File: src/rtl/cipher_host_ctrl.sv
module cipher_host_ctrl #(
  parameter int LAT_ENC = 214,
  parameter int LAT_DEC = 214,
  parameter int LAT_KDV = 80,
  parameter int LAT_KDD = 288
) (
  input  logic        clk,
  input  logic        rst_n,
  input  logic        wr_en,
  input  logic        rd_en,
  input  logic [3:0]  addr,
  input  logic [31:0] wdata,
  output logic [31:0] rdata,
  output logic        irq_done,
  output logic        irq_err,
  output logic        dma_in_req,
  output logic        dma_out_req
);
  localparam int LMAX = (LAT_KDD > LAT_ENC) ? ((LAT_KDD > LAT_DEC) ? LAT_KDD : LAT_DEC)
                                            : ((LAT_ENC > LAT_DEC) ? LAT_ENC : LAT_DEC);
  localparam int CW = $clog2(LMAX + 1);
  localparam logic [1:0] OP_KDV = 2'd2;
  localparam logic [1:0] OP_KDD = 2'd3;

  typedef enum logic [1:0] {ST_IDLE = 2'd0, ST_BUSY = 2'd1, ST_OUT = 2'd2} st_t;

  st_t          st_q;
  logic         en_q, done_ie_q, err_ie_q, dmai_en_q, dmao_en_q;
  logic [1:0]   op_q, chain_q, dtype_q;
  logic         done_q, rderr_q, wrerr_q;
  logic [CW-1:0] cnt_q;
  logic [1:0]   in_cnt, out_cnt;
  logic [127:0] din_q, dout_q, key_q, iv_q;

  function automatic logic [CW-1:0] lat_of(input logic [1:0] m);
    case (m)
      2'd0:    return CW'(LAT_ENC);
      2'd1:    return CW'(LAT_DEC);
      2'd2:    return CW'(LAT_KDV);
      default: return CW'(LAT_KDD);
    endcase
  endfunction

  wire ctrl_wr   = wr_en && addr == 4'd0;
  wire din_wr    = wr_en && addr == 4'd2;
  wire dout_rd   = rd_en && addr == 4'd3;
  wire key_wr    = wr_en && addr[3:2] == 2'b01;
  wire iv_wr     = wr_en && addr[3:2] == 2'b10;
  wire done_clr  = ctrl_wr && wdata[7];
  wire err_clr_w = ctrl_wr && wdata[8];
  wire stop      = ctrl_wr && !wdata[0];
  wire start_kd  = ctrl_wr && !en_q && wdata[0] && wdata[2:1] == OP_KDV;
  wire din_ok    = en_q && st_q == ST_IDLE && op_q != OP_KDV;
  wire dout_ok   = en_q && st_q == ST_OUT;
  wire din_bad   = din_wr && en_q && !din_ok;
  wire dout_bad  = dout_rd && en_q && !dout_ok;
  wire finish    = st_q == ST_BUSY && cnt_q == CW'(1);
  wire derive    = op_q == OP_KDV || op_q == OP_KDD;

  assign irq_done    = done_q && done_ie_q;
  assign irq_err     = err_ie_q && (rderr_q || wrerr_q);
  assign dma_in_req  = dmai_en_q && din_ok;
  assign dma_out_req = dmao_en_q && dout_ok && done_q && op_q != OP_KDV;

  always_ff @(posedge clk or negedge rst_n) begin
    if (!rst_n) begin
      en_q <= 1'b0; done_ie_q <= 1'b0; err_ie_q <= 1'b0;
      dmai_en_q <= 1'b0; dmao_en_q <= 1'b0;
      op_q <= '0; chain_q <= '0; dtype_q <= '0;
      key_q <= '0; iv_q <= '0;
    end else begin
      if (ctrl_wr) begin
        en_q      <= wdata[0];
        done_ie_q <= wdata[9];
        err_ie_q  <= wdata[10];
        dmai_en_q <= wdata[11];
        dmao_en_q <= wdata[12];
        if (!en_q) begin
          op_q    <= wdata[2:1];
          chain_q <= wdata[4:3];
          dtype_q <= wdata[6:5];
        end
      end
      if (key_wr && !en_q) key_q[{~addr[1:0], 5'b0} +: 32] <= wdata;
      if (iv_wr) iv_q[{~addr[1:0], 5'b0} +: 32] <= wdata;
      if (finish && derive) key_q <= ~key_q;
    end
  end

  always_ff @(posedge clk or negedge rst_n) begin
    if (!rst_n) begin
      done_q <= 1'b0; rderr_q <= 1'b0; wrerr_q <= 1'b0;
    end else begin
      if (finish) done_q <= 1'b1;
      else if (done_clr) done_q <= 1'b0;
      if (din_bad) wrerr_q <= 1'b1;
      else if (err_clr_w) wrerr_q <= 1'b0;
      if (dout_bad) rderr_q <= 1'b1;
      else if (err_clr_w) rderr_q <= 1'b0;
    end
  end

  always_ff @(posedge clk or negedge rst_n) begin
    if (!rst_n) begin
      st_q <= ST_IDLE; cnt_q <= '0; in_cnt <= '0; out_cnt <= '0;
      din_q <= '0; dout_q <= '0;
    end else if (stop) begin
      st_q <= ST_IDLE; in_cnt <= '0; out_cnt <= '0;
    end else if (start_kd) begin
      st_q  <= ST_BUSY;
      cnt_q <= CW'(LAT_KDV);
    end else begin
      case (st_q)
        ST_IDLE: if (din_wr && din_ok) begin
          din_q[{~in_cnt, 5'b0} +: 32] <= wdata;
          in_cnt <= in_cnt + 2'd1;
          if (in_cnt == 2'd3) begin
            st_q  <= ST_BUSY;
            cnt_q <= lat_of(op_q);
          end
        end
        ST_BUSY: if (finish) begin
          st_q    <= (op_q == OP_KDV) ? ST_IDLE : ST_OUT;
          out_cnt <= '0;
          dout_q  <= din_q ^ (op_q == OP_KDD ? ~key_q : key_q);
        end else begin
          cnt_q <= cnt_q - CW'(1);
        end
        ST_OUT: if (dout_rd) begin
          out_cnt <= out_cnt + 2'd1;
          if (out_cnt == 2'd3) st_q <= ST_IDLE;
        end
        default: st_q <= ST_IDLE;
      endcase
    end
  end

  always_comb begin
    rdata = '0;
    case (addr)
      4'd0: rdata = {19'b0, dmao_en_q, dmai_en_q, err_ie_q, done_ie_q, 2'b00,
                     dtype_q, chain_q, op_q, en_q};
      4'd1: rdata = {28'b0, st_q == ST_BUSY, wrerr_q, rderr_q, done_q};
      4'd3: if (dout_ok) rdata = dout_q[{~out_cnt, 5'b0} +: 32];
      4'd4, 4'd5, 4'd6, 4'd7: if (!en_q) rdata = key_q[{~addr[1:0], 5'b0} +: 32];
      4'd8, 4'd9, 4'd10, 4'd11: if (!en_q) rdata = iv_q[{~addr[1:0], 5'b0} +: 32];
      default: rdata = '0;
    endcase
  end
endmodule

File: config.mk
export PLATFORM = sky130hd
export DESIGN_NAME = cipher_host_ctrl
export DESIGN_NICKNAME = d
export VERILOG_FILES = /design/src/rtl/cipher_host_ctrl.sv
export SDC_FILE = /design/constraint.sdc
export NUM_CORES = 1
export LEC_CHECK = 0
export BUFFER_PORTS_ARGS = -buffer_cell sky130_fd_sc_hd__buf_2
export CAP_MARGIN = 20
export CORE_MARGIN = 3
export CORE_UTILIZATION = 35
export DETAILED_ROUTE_END_ITERATION = 6
export MAX_ROUTING_LAYER = met4
export SETUP_SLACK_MARGIN = 0.5
export SKIP_CTS_REPAIR_TIMING = 1
export SYNTH_ARGS = -nofsm -noshare
export SYNTH_HDL_FRONTEND = slang
export SYNTH_SLANG_ARGS = --single-unit
File: constraint.sdc
create_clock -name clk -period 8.07 [get_ports clk]
set_clock_uncertainty 0.15 [all_clocks]
set_input_delay 0.807 -clock clk [delete_from_list [all_inputs] [get_ports clk]]
set_output_delay 0.807 -clock clk [all_outputs]
set_load 0.01 [all_outputs]
## Word level (Yosys, flattened, before mapping)

Cells that the tools add are included.

- Bits in registers: 541
- Output and inout port bits: 36
- Word-level logic and storage cells: 167
- Input bits: 40

- $add $sub $neg: 5
- Mux-type cells: 39
- Eq/ne operators: 34
- Reduce and logical (&&, ||, !) cells: 55
- Bitwise logic cells: 8
- Shift operators: 7

Operator list:

| cell | number |
|---|---|
| $bwmux W128 | 3 |
| $mux W128 | 3 |
| $shiftx A128 B8 Y32 | 3 |
| $shift A32 B9 Y128 const A | 2 |
| $shiftx A32 B9 Y128 | 2 |
| $pmux W32 S5 | 1 |
| $not A128 Y128 | 1 |
| $xor A128 B128 Y128 | 1 |
| $mux W32 | 3 |
| $mux W9 | 4 |
| $pmux W9 S2 | 2 |
| $mux W2 | 16 |
| $logic_and A1 B1 Y1 | 28 |
| $neg A7 Y9 | 2 |
| $eq A4 B3 Y1 const B | 4 |
| $eq A4 B4 Y1 const B | 4 |
| $eq A2 B2 Y1 const B | 7 |
| $ne A4 B3 Y1 const B | 3 |
| $reduce_and A4 Y1 | 3 |
| $reduce_bool A2 Y1 | 6 |
| $reduce_and A5 Y1 | 2 |
| $eq A9 B1 Y1 const B | 1 |
| $ne A3 B3 Y1 const B | 3 |
| $sub A9 B1 Y9 const B | 1 |
| other kinds (21) | 43 |

## Longest topological paths before layout

Gate-level depths: netlist (run 1).

- Word-level depth: 8
- Gate-level depth with buffers: 13
- Gate-level depth less buffers: 7

## Worst setup path after synthesis (run 1)

No wires, ideal clock.

- Path kind: input port to output port
- Start point: input addr[1]
- End point: output rdata[0]
- Slack: 4.313 ns
- Data arrival time: 2.800 ns
- Cell stages on the path: 9
- Buffers on the path: 2
- Path through: clkbuf_1 clkbuf_1 inv_1 ha_1 nor4_1 nor3b_1 a22oi_1 o21ai_0 a221o_1

- Cells in the longest elaborated chain, start to end: 4
- Elaborated cells on any way between the ends: 19

Ends and longest elaborated chain:

| what | line | source |
|---|---|---|
| start: declaration | 11 | `input logic [3:0] addr,` |
| $not A2 Y2 | 145, 146 |  |
| $shiftx A128 B8 Y32, on equally long branches | 146, 145 |  |
| $mux W32, on equally long branches | 146, 145 |  |
| $pmux W32 S5 (*) | 140 | `case (addr)` |
| end: declaration | 13 | `output logic [31:0] rdata,` |

Every way passes the cells marked *; elsewhere a longest branch is shown, timed or not.

## Final worst setup path (run 1)

- Start point: input addr[1]
- End point: output rdata[31]

The elaborated chain is that of the path after synthesis.

==> results.ini, run 1 <==
[cells_and_area]
synthToLayoutAreaGrowth_pct=10.8
layout_commonest_cell=nand2_1
layout_common_cells=nand2_1 (688), dfrtp_1 (538), o21ai_0 (380)
nFillCells=7598
post-route-util=0.393
layout-drive-gt1-share=0.123
num-nets-final=2814

[synth]
synth_nets=2912
yosysTopAreaCell=dfrtp_1
synth_top_area_frac=0.491
synth_cell_types=57
synth_seq_area_share=0.491
synth_cells=2859
async_flop_share=1.00
netlist_area_um2=27600
synthTopCellsByArea=dfrtp_1 (49%), nand2_1 (9.5%), xnor2_1 (8.1%)
synth_seq_cells=541
avgSynthCellArea_um2=9.65
synth_edf_count=0
ys.flop_type=dfrtp_1
yosysWarningCount=0

[placed_design]
dp_hpwl_um=47700
portBuffers=75
preCtsSetupSlack_ns=2.94
place_congestion=0.802

[clock_tree]
cts_made_buffers=56
clockBufferDepth=3
clkSlewWorstSetupHoldPaths_ns=0.06
cts.sink_count=541
cts-root-buf=clkbuf_16
htreeDepth=2
cts_tree=built
clock_latency_ns=0.62

[global_route]
grt_max_degree=238
overflow=0
antenna_found_initial=12
grt_pass1_wl_um=135000
grt_pass1_vias=20500
grt_use_total=0.223

[die]
rows=102
dieArea_um2=82200
initial_utilization=0.355
die_w_um=287
pin_count=76
die_h_um=287
core_um2=77700

[power]
combPwrFrac=0.199
sw_frac_of_total=0.305
leakage_nw=12.1
p_per_area_nw_per_um2=244
intPower_w=0.00518
pwr-share-seq=0.443
ir_drop_uv=151
power.share.clock=0.358
power_switching_w=0.00228

[drt]
ant_nets=0
totalWireLength_um=88500
drt_iter0_markers=2032
route.detailed.drc=0
via_per_inst=5.49
vias=21100
drt_first_pass_iters=5
routedWlPerCell_um=23.0

[worst_setup_path]
cp.required_ns=7.11
end_kind=output port
start_kind=input pin
criticalPathCategory=input pin to output port
reg2reg_from=cnt_q[1]$_DFFE_PN0P_
critPathArrivalTime_ns=4.17
rr_worst_depth=8
r2r_setup_slack_ns=4.52
r2r-end=key_q[18]$_DFFE_PN0P_
crit_fanout=42

[timing]
worstMarginPinSlew_ns=1.12
tns_ns=0
relSlewSlack=0.255
hold_viol_final=0
min_period_over_period=0.635
hold_slack_ns=0.0891
setup_viol=0
rsz0062_at_grt=false
timing.final.max_slew_violations=0
max_freq_ghz=0.195
setup_ws_ns=2.95
period_minus_slack_ns=5.12

[min_path]
hp-class=input pin to asynchronous set/reset pin

[status]
outcome=completed

[run]
maxCapViolCount=0

-- final cells by class --
class	instances	area, µm²	share of cell area
sequential	541	13500	0.443
multi-input combinational	2027	13000	0.426
clock buffer	87	1670	0.0547
tap	1040	1300	0.0426
timing repair buffer	121	761	0.0249
clock inverter	14	184	0.00602
inverter	14	52.6	0.00172
antenna	11	27.5	0.000901
-- worst max path at each step --
stage                     startpoint        end  depth (start not counted)
after floorplan              addr[1]   rdata[0]                          9
after global placement       addr[1]  rdata[31]                          9
after detailed placement     addr[1]  rdata[31]                          9
after CTS                    addr[1]  rdata[31]                          9
after global routing         addr[1]  rdata[31]                          9
final                        addr[1]  rdata[31]                          9
-- sequential cells by signal (all words and copies together), names as in the netlist, 2 cells and up --
signal and cells:
in_cnt 2, key_q 128, out_cnt 2, iv_q 128
st_q 2, dout_q 128, op_q 2, din_q 128
dtype_q 2, chain_q 2, cnt_q 9
-- worst max-delay path: stages --
cell and delay (ns):
buf_4 0.41, buf_4 0.77, ha_1 0.40, nor4_1 0.12, nor3b_2 0.21, buf_4 0.39, a22oi_1 0.14, o21ai_0 0.59
buf_2 0.26
-- per-layer routing --
metal,GRT usage,part of all wire,routed length [µm]
met1,0.311,0.44,39300
met2,0.324,0.44,38900
met4,0.0586,0.026,2320
met5,-,0,0
met3,0.0545,0.090,7960
-- cell families after synthesis --
group,count (synthesis),synth area share
fa+ha+maj,13,0.00590
xor+xnor,256,0.0813
simple gates,1025,0.163
buf+inv,291,0.0437
mux,104,0.0815
flops,541,0.491
compound gates,629,0.134
-- synthesized netlist by cell type, types with 5 or more instances --
master	instances
a21o_1	5
a21oi_1	5
a22oi_1	39
and2_1	6
buf_1	29
buf_2	54
buf_6	6
clkbuf_1	188
dfrtp_1	541
ha_1	13
inv_1	14
mux2_2	6
mux4_2	96
nand2_1	698
nand3_1	138
nand4_1	128
nor2_1	18
nor3_1	6
nor3b_1	7
o211ai_1	128
o21ai_0	380
o21ai_1	41
xnor2_1	256
-- power groups by stage --
stage | combinational (W) | sequential [W] | clock, W
after CTS | 0.00149 | 0.00330 | 0.00271
after global placement | 0.00147 | 0.00335 | 0
after floorplan | 0.00113 | 0.00319 | 0
after global routing | 0.00163 | 0.00335 | 0.00282
after detailed placement | 0.00148 | 0.00335 | 0
final | 0.00148 | 0.00330 | 0.00267
-- stage by stage --
step           cell area, µm²  std cells  power [W]
3_3_place_gp            28700       3743    0.00482
5_1_grt                 30600       3855    0.00780
3_5_place_dp            28700       3743    0.00483
2_1_floorplan           27600       2859    0.00433
6_report                30600       3855    0.00746
4_1_cts                 30500       3844    0.00750
Power figures use the tool's default switching activity.
==> run 2, diff against run 1 <==
Settings changed: ABC_AREA from default to 1.
Clock period 8.07 ns to 4.9 ns, I/O delays scaled along.
==> results.ini, run 2 <==
[timing]
relSlewSlack=0.214  ; -0.0409
rsz0062_at_grt=false
max_freq_ghz=0.254
min_period_over_period=0.803
period_minus_slack_ns=3.93
setup_viol=0  ; unchanged
hold_slack_ns=0.0945  ; +0.00537 ns
setup_ws_ns=0.965  ; -1.98 ns
worstMarginPinSlew_ns=1.18  ; +0.0584 ns
timing.final.max_slew_violations=0  ; unchanged
tns_ns=0  ; unchanged
hold_viol_final=0  ; unchanged

[cells_and_area]
num-nets-final=3803  ; +35%
layout_common_cells=nand2_1 (960), o21ai_0 (555), dfrtp_1 (538)
layout_commonest_cell=nand2_1
nFillCells=8802  ; +16%
layout-drive-gt1-share=0.100  ; -0.0233
register_area_um2=13500  ; unchanged
multi_input_area_um2=14300  ; +9.5%
synthToLayoutAreaGrowth_pct=9.78

[synth]
synth_top_area_frac=0.447  ; -0.0439
async_flop_share=1.00  ; unchanged
synth_seq_area_share=0.447  ; -0.0439
netlist_area_um2=30300  ; +9.8%
yosysWarningCount=0  ; unchanged
synth_cells=3821  ; +34%
synth_edf_count=0  ; unchanged
synth_nets=3874  ; +33%
synth_seq_cells=541  ; unchanged
ys.flop_type=dfrtp_1
yosysTopAreaCell=dfrtp_1
synthTopCellsByArea=dfrtp_1 (45%), nand2_1 (12%), o21ai_0 (9.2%)
synth_common_cells=nand2_1 (964), o21ai_0 (555), dfrtp_1 (541), inv_1 (286), a21oi_1 (254)
avgSynthCellArea_um2=7.93  ; -18%
yosysMostFrequentCell=nand2_1
synth_cell_types=45  ; -21%

[clock_tree]
cts_made_buffers=57  ; +1.8%
cts_tree=built
htreeDepth=2  ; unchanged
clkSlewWorstSetupHoldPaths_ns=0.07  ; about the same
clock_latency_ns=0.64  ; +0.02 ns
clockBufferDepth=3  ; unchanged
cts-root-buf=clkbuf_16
cts.sink_count=541  ; unchanged

[worst_setup_path]
cp.required_ns=4.26  ; -2.85 ns
critPathArrivalTime_ns=3.29  ; -0.88 ns
rr_worst_depth=10  ; +2
start_kind=register
end_kind=output port
crit_fanout=40  ; -4.8%
criticalPathCategory=register to output port

[placed_design]
preCtsSetupSlack_ns=1.31  ; -1.63 ns
place_congestion=0.894  ; +12%
dp_hpwl_um=64000  ; +34%
portBuffers=75  ; unchanged

[run]
maxCapViolCount=0  ; unchanged

[drt]
totalWireLength_um=106000  ; +19%
vias=26500  ; +25%
drt_first_pass_iters=6  ; +1
ant_nets=0  ; unchanged
route.detailed.drc=0  ; unchanged
via_per_inst=5.36  ; -2.4%
drt_iter0_markers=2583  ; +27%
routedWlPerCell_um=21.4  ; -6.8%

[global_route]
overflow=0  ; unchanged
antenna_found_initial=1  ; -11
grt_max_degree=125  ; -47%
grt_use_total=0.239  ; +0.0166
grt_pass1_wl_um=160000  ; +19%
grt_pass1_vias=25100  ; +22%

[power]
leakage_nw=15.8  ; +30%
p_per_area_nw_per_um2=411  ; +68%
ir_drop_uv=300  ; +99%

[status]
outcome=completed

[die]
dieArea_um2=90100  ; +9.6%
die_h_um=300  ; +4.7%
core_um2=85500  ; +10%
pin_count=76  ; unchanged
die_w_um=300  ; +4.7%
rows=107  ; +4.9%
initial_utilization=0.354  ; -0.000814

[min_path]
hp-class=input pin to register
whs_path_depth=3

==> run 2: changes by cell type in the layout (fill, tap and decap cells not counted), sizes merged, moves of 37 or more <==
cell	delta
nand2	+293
inv	+282
a21oi	+248
nor2	+210
o21ai	+204
xor2	+129
xnor2	-128
nand4	-114
mux4	-96
nor3	+58
o211ai	-51
nand3	-42
a22oi	-39
mux2	+37
==> run 2: worst paths after layout <==
kind	startpoint	slack [ns]	endpoint
min in group asynchronous	rst_n	0.38	din_q[53]$_DFFE_PN0P_
min	wdata[2]	0.09	op_q[1]$_DFFE_PN0N_
max in group asynchronous	rst_n	3.01	out_cnt[0]$_DFFE_PN0P_
max	out_cnt[0]$_DFFE_PN0P_	0.97	rdata[2]
min reg2reg	iv_q[22]$_DFFE_PN0P_	0.33	iv_q[22]$_DFFE_PN0P_
max reg2reg	in_cnt[0]$_DFFE_PN0P_	1.42	din_q[60]$_DFFE_PN0P_
==> run 2: logic make-up after synthesis <==
| family | after synthesis | share of synthesized area |
|---|---|---|
| buffers and inverters | 565 | 0.0854 |
| and+or+nand+nor | 1399 | 0.189 |
| AOI/OAI and AO/OA | 982 | 0.176 |
| xor gates and xnor gates | 257 | 0.0743 |
| muxes | 64 | 0.0229 |
| DFF | 541 | 0.447 |
| adders and majority gates | 13 | 0.00537 |
==> run 2: worst max-delay path, cell delays in order, from the launching register on <==
cell     delay [ns]
dfrtp_4        0.83
buf_4          0.54
o21ai_0        0.15
o21ai_0        0.44
nand2_1        0.16
nand4_1        0.30
buf_2          0.20
==> run 2: routing by layer <==
| metal | routed length [µm] | global-route usage | up-vias |
|---|---|---|---|
| met5 | 0 | - | - |
| met4 | 4600 | 0.0969 | 0 |
| met3 | 8330 | 0.0371 | 247 |
| met2 | 48900 | 0.375 | 1157 |
| met1 | 43800 | 0.310 | 12800 |
| li1 | - | - | 12300 |
==> run 2: cell type report <==
cell class                 instances  share of cell area
multi-input combinational       2715               0.428
clock inverter                    11             0.00478
timing repair buffer             138              0.0302
clock buffer                      94              0.0525
tap                             1144              0.0430
antenna                            1           0.0000752
inverter                         297              0.0337
sequential                       541               0.407
==> run 2: report_power, final <==
part / total, W / internal [W] / switching (W)
clock: 0.00452 / 0.00263 / 0.00189
combinational: 0.00359 / 0.00121 / 0.00238
sequential: 0.00554 / 0.00503 / 0.000513
total: 0.0137 / 0.00887 / 0.00479
==> run 2: per-stage QoR <==
| stage | instances | util | power (W) | instance area, µm² |
|---|---|---|---|---|
| final | 4941 | 0.389 | 0.0137 | 33300 |
| after global placement | 4831 | 0.366 | 0.00906 | 31300 |
| after floorplan | 3821 | - | 0.00790 | 30300 |
| after CTS | 4938 | 0.388 | 0.0137 | 33200 |
| after global routing | 4940 | 0.389 | 0.0143 | 33300 |
| after detailed placement | 4833 | 0.366 | 0.00915 | 31300 |
